`config.mk`:
```
export PLATFORM = sky130hd
export DESIGN_NAME = biquad_fold4
export DESIGN_NICKNAME = d
export VERILOG_FILES = /design/src/rtl/biquad_fold_pkg.sv /design/src/rtl/biquad_fold_seq.sv /design/src/rtl/fold_pipe.sv /design/src/rtl/fold_tap_line.sv /design/src/rtl/fold_units.sv /design/src/rtl/biquad_fold4.sv
export SDC_FILE = /design/constraint.sdc
export NUM_CORES = 1
export LEC_CHECK = 0
export ABC_AREA = 1
export BUFFER_PORTS_ARGS = -buffer_cell sky130_fd_sc_hd__buf_4
export CORE_AREA = 3 3 187 189
export CTS_BUF_LIST = sky130_fd_sc_hd__clkbuf_16
export DETAILED_ROUTE_END_ITERATION = 10
export DIE_AREA = 0 0 190 192
export PLACE_DENSITY_LB_ADDON = 0.15
export SYNTH_ARGS = -nofsm -noshare
export SYNTH_HDL_FRONTEND = slang
export SYNTH_SLANG_ARGS = --single-unit
```
`constraint.sdc`:
```
create_clock -name clk_i -period 7.3 [get_ports clk_i]
set_input_delay 1.095 -clock clk_i [delete_from_list [all_inputs] [get_ports clk_i]]
set_output_delay 1.095 -clock clk_i [all_outputs]
set_load 0.05 [all_outputs]
```
`src/rtl/biquad_fold_pkg.sv`:
```
package biquad_fold_pkg;

  typedef logic [1:0] part_t;

  localparam int FOLD    = 4;
  localparam int ADD_LAT = 1;
  localparam int MUL_LAT = 2;

  // adder partitions: stage-2 sum, output sum, feedback sum, input sum
  localparam part_t SLOT_A4 = 2'd0;
  localparam part_t SLOT_A2 = 2'd1;
  localparam part_t SLOT_A3 = 2'd2;
  localparam part_t SLOT_A1 = 2'd3;

  // multiplier partitions: fb1, ff2, ff1, fb2
  localparam part_t SLOT_M_FB1 = 2'd0;
  localparam part_t SLOT_M_FF2 = 2'd1;
  localparam part_t SLOT_M_FF1 = 2'd2;
  localparam part_t SLOT_M_FB2 = 2'd3;

  // registers on folded edge: N*w - P_src + v - u
  function automatic int fold_regs(int w, int lat, int u, int v);
    return FOLD * w - lat + v - u;
  endfunction

  function automatic int imax(int a, int b);
    return (a > b) ? a : b;
  endfunction

endpackage

```
`src/rtl/biquad_fold_seq.sv`:
```
module biquad_fold_seq
  import biquad_fold_pkg::*;
(
  input  logic  clk_i,
  input  logic  rst_ni,
  input  logic  strobe_i,
  output part_t part_o,
  output logic  en_o,
  output logic  start_o
);

  part_t part_q;

  assign start_o = strobe_i && (part_q == part_t'(0));
  assign en_o    = strobe_i || (part_q != part_t'(0));
  assign part_o  = part_q;

  always_ff @(posedge clk_i or negedge rst_ni) begin
    if (!rst_ni)   part_q <= part_t'(0);
    else if (en_o) part_q <= part_q + 2'd1;
  end

endmodule

```
`src/rtl/fold_pipe.sv`:
```
module fold_pipe #(
  parameter int W   = 16,
  parameter int LAT = 1
) (
  input  logic         clk_i,
  input  logic         rst_ni,
  input  logic         en_i,
  input  logic [W-1:0] d_i,
  output logic [W-1:0] q_o
);

  for (genvar k = 0; k < LAT; k++) begin : g_st
    logic [W-1:0] q;
    if (k == 0) begin : g_first
      always_ff @(posedge clk_i or negedge rst_ni) begin
        if (!rst_ni)   q <= '0;
        else if (en_i) q <= d_i;
      end
    end else begin : g_next
      always_ff @(posedge clk_i or negedge rst_ni) begin
        if (!rst_ni)   q <= '0;
        else if (en_i) q <= g_st[k-1].q;
      end
    end
  end

  assign q_o = g_st[LAT-1].q;

endmodule

```
`src/rtl/fold_tap_line.sv`:
```
module fold_tap_line #(
  parameter int W     = 16,
  parameter int DEPTH = 5
) (
  input  logic                   clk_i,
  input  logic                   rst_ni,
  input  logic                   en_i,
  input  logic [W-1:0]           d_i,
  output logic [DEPTH:0][W-1:0]  taps_o
);

  assign taps_o[0] = d_i;

  for (genvar k = 0; k < DEPTH; k++) begin : g_st
    logic [W-1:0] q;
    if (k == 0) begin : g_first
      always_ff @(posedge clk_i or negedge rst_ni) begin
        if (!rst_ni)   q <= '0;
        else if (en_i) q <= d_i;
      end
    end else begin : g_next
      always_ff @(posedge clk_i or negedge rst_ni) begin
        if (!rst_ni)   q <= '0;
        else if (en_i) q <= g_st[k-1].q;
      end
    end
    assign taps_o[k+1] = q;
  end

endmodule

```
`src/rtl/fold_units.sv`:
```
module fold_adder #(
  parameter int DW  = 16,
  parameter int LAT = 1
) (
  input  logic          clk_i,
  input  logic          rst_ni,
  input  logic          en_i,
  input  logic [DW-1:0] a_i,
  input  logic [DW-1:0] b_i,
  output logic [DW-1:0] sum_o
);

  logic [DW-1:0] sum;
  assign sum = a_i + b_i;  // wraps modulo 2^DW

  fold_pipe #(.W(DW), .LAT(LAT)) u_pipe (
    .clk_i (clk_i),
    .rst_ni(rst_ni),
    .en_i  (en_i),
    .d_i   (sum),
    .q_o   (sum_o)
  );

endmodule

module fold_mult #(
  parameter int DW   = 16,
  parameter int CW   = 16,
  parameter int FRAC = 14,
  parameter int LAT  = 2
) (
  input  logic          clk_i,
  input  logic          rst_ni,
  input  logic          en_i,
  input  logic [CW-1:0] c_i,
  input  logic [DW-1:0] d_i,
  output logic [DW-1:0] prod_o
);

  localparam int PW = CW + DW;

  logic signed [PW-1:0] prod;
  logic        [DW-1:0] scaled;

  assign prod   = $signed(c_i) * $signed(d_i);
  assign scaled = DW'(prod >>> FRAC);  // floor shift, then truncate

  fold_pipe #(.W(DW), .LAT(LAT)) u_pipe (
    .clk_i (clk_i),
    .rst_ni(rst_ni),
    .en_i  (en_i),
    .d_i   (scaled),
    .q_o   (prod_o)
  );

endmodule

```
`src/rtl/biquad_fold4.sv`:
```
module biquad_fold4
  import biquad_fold_pkg::*;
#(
  parameter int DW   = 16,
  parameter int CW   = 16,
  parameter int FRAC = 14
) (
  input  logic          clk_i,
  input  logic          rst_ni,
  input  logic          smp_valid_i,
  input  logic [DW-1:0] smp_data_i,
  input  logic [CW-1:0] coef_fb1_i,
  input  logic [CW-1:0] coef_fb2_i,
  input  logic [CW-1:0] coef_ff1_i,
  input  logic [CW-1:0] coef_ff2_i,
  output logic          res_valid_o,
  output logic [DW-1:0] res_data_o
);

  // edge register counts from the folding equation
  localparam int D_A1_A2  = fold_regs(1, ADD_LAT, int'(SLOT_A1), int'(SLOT_A2));
  localparam int D_A1_FB1 = fold_regs(1, ADD_LAT, int'(SLOT_A1), int'(SLOT_M_FB1));
  localparam int D_A1_FF1 = fold_regs(1, ADD_LAT, int'(SLOT_A1), int'(SLOT_M_FF1));
  localparam int D_A1_FB2 = fold_regs(1, ADD_LAT, int'(SLOT_A1), int'(SLOT_M_FB2));
  localparam int D_A1_FF2 = fold_regs(2, ADD_LAT, int'(SLOT_A1), int'(SLOT_M_FF2));
  localparam int D_A3_A1  = fold_regs(0, ADD_LAT, int'(SLOT_A3), int'(SLOT_A1));
  localparam int D_A4_A2  = fold_regs(0, ADD_LAT, int'(SLOT_A4), int'(SLOT_A2));
  localparam int D_FB1_A3 = fold_regs(0, MUL_LAT, int'(SLOT_M_FB1), int'(SLOT_A3));
  localparam int D_FF1_A4 = fold_regs(1, MUL_LAT, int'(SLOT_M_FF1), int'(SLOT_A4));
  localparam int D_FB2_A3 = fold_regs(1, MUL_LAT, int'(SLOT_M_FB2), int'(SLOT_A3));
  localparam int D_FF2_A4 = fold_regs(1, MUL_LAT, int'(SLOT_M_FF2), int'(SLOT_A4));

  localparam int A_DEPTH = imax(imax(imax(D_A1_A2, D_A1_FB1), imax(D_A1_FF1, D_A1_FB2)),
                                imax(imax(D_A1_FF2, D_A3_A1), D_A4_A2));
  localparam int M_DEPTH = imax(imax(D_FB1_A3, D_FF1_A4), imax(D_FB2_A3, D_FF2_A4));

  localparam part_t OUT_PART = part_t'((int'(SLOT_A2) + ADD_LAT) % FOLD);

  part_t part;
  logic  en, start;

  logic [DW-1:0] add_a, add_b, add_q;
  logic [CW-1:0] mul_c;
  logic [DW-1:0] mul_d, mul_q;
  logic [A_DEPTH:0][DW-1:0] a_taps;
  logic [M_DEPTH:0][DW-1:0] m_taps;
  logic [DW-1:0] x_q, y_q;
  logic          vld_q;

  biquad_fold_seq u_seq (
    .clk_i   (clk_i),
    .rst_ni  (rst_ni),
    .strobe_i(smp_valid_i),
    .part_o  (part),
    .en_o    (en),
    .start_o (start)
  );

  always_ff @(posedge clk_i or negedge rst_ni) begin
    if (!rst_ni)    x_q <= '0;
    else if (start) x_q <= smp_data_i;
  end

  // adder operand select
  always_comb begin
    add_a = '0;
    add_b = '0;
    unique case (part)
      SLOT_A4: begin add_a = m_taps[D_FF1_A4]; add_b = m_taps[D_FF2_A4]; end
      SLOT_A2: begin add_a = a_taps[D_A1_A2];  add_b = a_taps[D_A4_A2];  end
      SLOT_A3: begin add_a = m_taps[D_FB1_A3]; add_b = m_taps[D_FB2_A3]; end
      SLOT_A1: begin add_a = x_q;              add_b = a_taps[D_A3_A1];  end
      default: ;
    endcase
  end

  // multiplier operand select
  always_comb begin
    mul_c = '0;
    mul_d = '0;
    unique case (part)
      SLOT_M_FB1: begin mul_c = coef_fb1_i; mul_d = a_taps[D_A1_FB1]; end
      SLOT_M_FF2: begin mul_c = coef_ff2_i; mul_d = a_taps[D_A1_FF2]; end
      SLOT_M_FF1: begin mul_c = coef_ff1_i; mul_d = a_taps[D_A1_FF1]; end
      SLOT_M_FB2: begin mul_c = coef_fb2_i; mul_d = a_taps[D_A1_FB2]; end
      default: ;
    endcase
  end

  fold_adder #(.DW(DW), .LAT(ADD_LAT)) u_add (
    .clk_i (clk_i),
    .rst_ni(rst_ni),
    .en_i  (en),
    .a_i   (add_a),
    .b_i   (add_b),
    .sum_o (add_q)
  );

  fold_mult #(.DW(DW), .CW(CW), .FRAC(FRAC), .LAT(MUL_LAT)) u_mul (
    .clk_i (clk_i),
    .rst_ni(rst_ni),
    .en_i  (en),
    .c_i   (mul_c),
    .d_i   (mul_d),
    .prod_o(mul_q)
  );

  fold_tap_line #(.W(DW), .DEPTH(A_DEPTH)) u_add_line (
    .clk_i (clk_i),
    .rst_ni(rst_ni),
    .en_i  (en),
    .d_i   (add_q),
    .taps_o(a_taps)
  );

  fold_tap_line #(.W(DW), .DEPTH(M_DEPTH)) u_mul_line (
    .clk_i (clk_i),
    .rst_ni(rst_ni),
    .en_i  (en),
    .d_i   (mul_q),
    .taps_o(m_taps)
  );

  // output sum is ready one adder latency after its partition
  always_ff @(posedge clk_i or negedge rst_ni) begin
    if (!rst_ni) begin
      y_q   <= '0;
      vld_q <= 1'b0;
    end else begin
      vld_q <= en && (part == OUT_PART);
      if (en && (part == OUT_PART)) y_q <= add_q;
    end
  end

  assign res_valid_o = vld_q;
  assign res_data_o  = y_q;

endmodule

```
==> flow_summary.json <==
{
  "drt_pass1_iterations": 6,
  "syn_inst": 2249,
  "cts_tree": "done",
  "fmax_mhz": 142,
  "grt_overflow_total": 0,
  "drt_iter0_markers": 1342,
  "die_area_um2": 36500,
  "io_pins": 100,
  "grt_usage_pct": 29.3,
  "clockBufferDepth": 2,
  "hold_path.class": "reg2reg",
  "clkTransAtPathRegs_ns": 0.07,
  "place_area_um2": 19800,
  "crit_path_max_fanout": 20,
  "max_slew.worst_pin.slew_ns": 1.07,
  "diodes": 0,
  "synth-seq-cells": 179,
  "vias": 15100,
  "slew_headroom_pct": 28.6,
  "grt_pass1_wl_um": 82600,
  "antenna_found_initial": 0,
  "core.rowCount": 67,
  "avgSynthCellArea_um2": 8.17,
  "grt_start_max_net_pins": 118,
  "final.setup_skew_ns": 0.0132,
  "drv_slew": 0,
  "finalHoldViolations": 0,
  "synth_edf_count": 0,
  "wl_per_cell_um": 18.5,
  "post-route-period-util_pct": 96.4,
  "synth_top_area_share_pct": 27.0,
  "synth_flop_cell": "dfrtp_1",
  "status": "complete, no violations",
  "detail-route-antenna-nets": 0,
  "ff2ff_setup_slack_ns": 0.27,
  "route.detailed.drc": 0,
  "final_cell_area_um2": 20500,
  "die_h_um": 192,
  "drive_above_1_share_pct": 12.2,
  "numCtsBuffers": 17,
  "cp-start-kind": "flop",
  "die_w_um": 190,
  "cts.sinks": 179,
  "coreArea_um2": 33400,
  "synth_most_common_cell": "nand2_1",
  "place.gp.congestion": 0.981,
  "finalWirelength_um": 52000,
  "yosysSeqAreaShare_pct": 24.4,
  "synth_nets": 2677,
  "yosys.area.top_type": "fa_1",
  "grt_pass1_vias": 15000,
  "maxCapViolations": 0,
  "cp-end-kind": "flop",
  "fin_util_pct": 61.2,
  "start_util_pct": 55.0,
  "synth.top_cells.by_area": "fa_1 27%, dfrtp_1 24%, nand2_1 11%",
  "whs_ns": 0.470,
  "finalCriticalPeriod_ns": 7.03,
  "yosysWarnings": 0,
  "ctsHoldBuffers": 0,
  "post-place-cells": 2773,
  "synthTopCellsByCount": "558 x nand2_1, 431 x inv_1, 248 x fa_1, 210 x nor2_1, 179 x dfrtp_1",
  "cts_root_buffer": "clkbuf_16",
  "synth_area_um2": 18400,
  "clock_latency_ns": 0.44,
  "drt-vias-per-instance": 5.38,
  "cts_htree_levels": 4,
  "worst-setup-path-type": "reg2reg",
  "fin_nets": 2781,
  "portBuffers": 99,
  "cp.required_ns": 7.63,
  "cp_data_arrival_time_ns": 7.37,
  "areaGrowthSynthToFinish_pct": 11.4,
  "ys_async_sr_fraction_pct": 100,
  "ys_types": 46,
  "finalSetupViolCount": 0,
  "hpwl_um": 41600,
  "finalNonFillerCells": 2814
}
path summary, 6_finish.rpt:
kind / from / end / cells after the start
hold reg to reg: u_add_line.g_st[3].q[1] / u_add_line.g_st[4].q[1] / 2
min in group asynchronous: rst_ni / res_data_o[12] / 1
setup / recovery: u_seq.part_o[0] / u_mul.u_pipe.g_st[0].q[10] / 27
max in group asynchronous: rst_ni / u_add_line.g_st[4].q[11] / 2
hold / removal: u_add_line.g_st[3].q[1] / u_add_line.g_st[4].q[1] / 2
setup reg to reg: u_seq.part_o[0] / u_mul.u_pipe.g_st[0].q[10] / 27
logic make-up (layout without fill, tap and decap cells):
family / count (synthesis) / in the layout / share of synthesized area, %
buffers and inverters: 524 / 641 / 11.3
XOR/XNOR: 22 / 22 / 1.05
AO/OA/AOI/OAI: 297 / 297 / 9.94
AND/OR/NAND/NOR: 863 / 863 / 18.6
flip-flops: 179 / 179 / 24.4
adder cells (fa/ha/maj): 345 / 345 / 33.6
multiplexers: 19 / 19 / 1.16
sequential cells by signal, indices dropped and copies added, names as in the netlist:
| register | cells |
|---|---|
| x_q | 16 |
| u_mul.u_pipe.g_st.q | 16 |
| u_add_line.g_st.q | 80 |
| u_mul.u_pipe.q_o | 16 |
| u_seq.part_o | 2 |
| res_valid_o | 1 |
| u_add.u_pipe.q_o | 16 |
| res_data_o | 16 |
| u_mul_line.g_st.q | 16 |
layout make-up:
class / count / area (um2)
tap: 448 / 561
clock buffer: 17 / 425
inverter: 444 / 1710
clock inverter: 15 / 110
timing repair inverter: 2 / 16.3
fill: 2996 / 13000
multi-input combinational: 1546 / 11900
timing repair buffer: 163 / 1260
sequential: 179 / 4480
through the flow:
stage | setup WS [ns] | TNS [ns]
floorplan | 0.646 | 0
global placement | 0.138 | 0
detailed placement | 0.113 | 0
CTS | 0.0964 | 0
global route | -0.0265 | -0.0860
finish | 0.266 | 0
worst max-delay path, stage by stage, from the launching register on:
cell	delay, ns
dfrtp_1	0.41
inv_1	0.15
ha_2	0.30
bufinv_16	0.24
buf_4	0.18
o22ai_4	0.45
buf_4	0.26
nor2_1	0.08
fa_1	0.55
inv_1	0.05
fa_1	0.41
fa_1	0.55
fa_1	0.56
inv_1	0.05
fa_1	0.48
inv_1	0.05
fa_1	0.49
inv_1	0.05
ha_1	0.33
a21o_1	0.20
a31oi_1	0.25
o21ai_0	0.17
a21oi_1	0.20
o21ai_2	0.11
nand2_1	0.09
nand3b_1	0.08
nand3_1	0.12
nand2_1	0.06
placed cells by master (no fill, tap or decap), types with 14 or more instances in the layout:
| master | Yosys | routed |
|---|---|---|
| fa_1 | 248 | 247 |
| nand3_1 | 48 | 48 |
| o21ai_0 | 118 | 117 |
| ha_1 | 97 | 96 |
| o22ai_1 | 18 | 18 |
| o22ai_2 | 19 | 14 |
| dfrtp_1 | 179 | 179 |
| inv_2 | 11 | 15 |
| a21oi_1 | 75 | 75 |
| xnor2_1 | 15 | 15 |
| clkbuf_16 | 0 | 17 |
| inv_1 | 431 | 424 |
| a221oi_1 | 15 | 15 |
| nor2_1 | 210 | 204 |
| mux2_2 | 19 | 19 |
| buf_4 | 6 | 159 |
| nand2_1 | 558 | 558 |
metal layers:
layer | GRT usage [%] | up-vias | part of all wire, %
met2 | 44.6 | 542 | 44
li1 | - | 7060 | -
met4 | 7.56 | 0 | 3.0
met5 | 0 | - | 0
met1 | 43.6 | 7456 | 45
met3 | 5.42 | 75 | 8.4
what timing repair did:
action	CTS	global route
hold endpoints to repair	0	0
resized for setup	0	31
endpoints found under the setup margin	0	11
buffers inserted	0	7
Power is left out: the tool's default activity adds up to more than one toggle a clock period on the data nets, which glitch-free logic cannot reach.
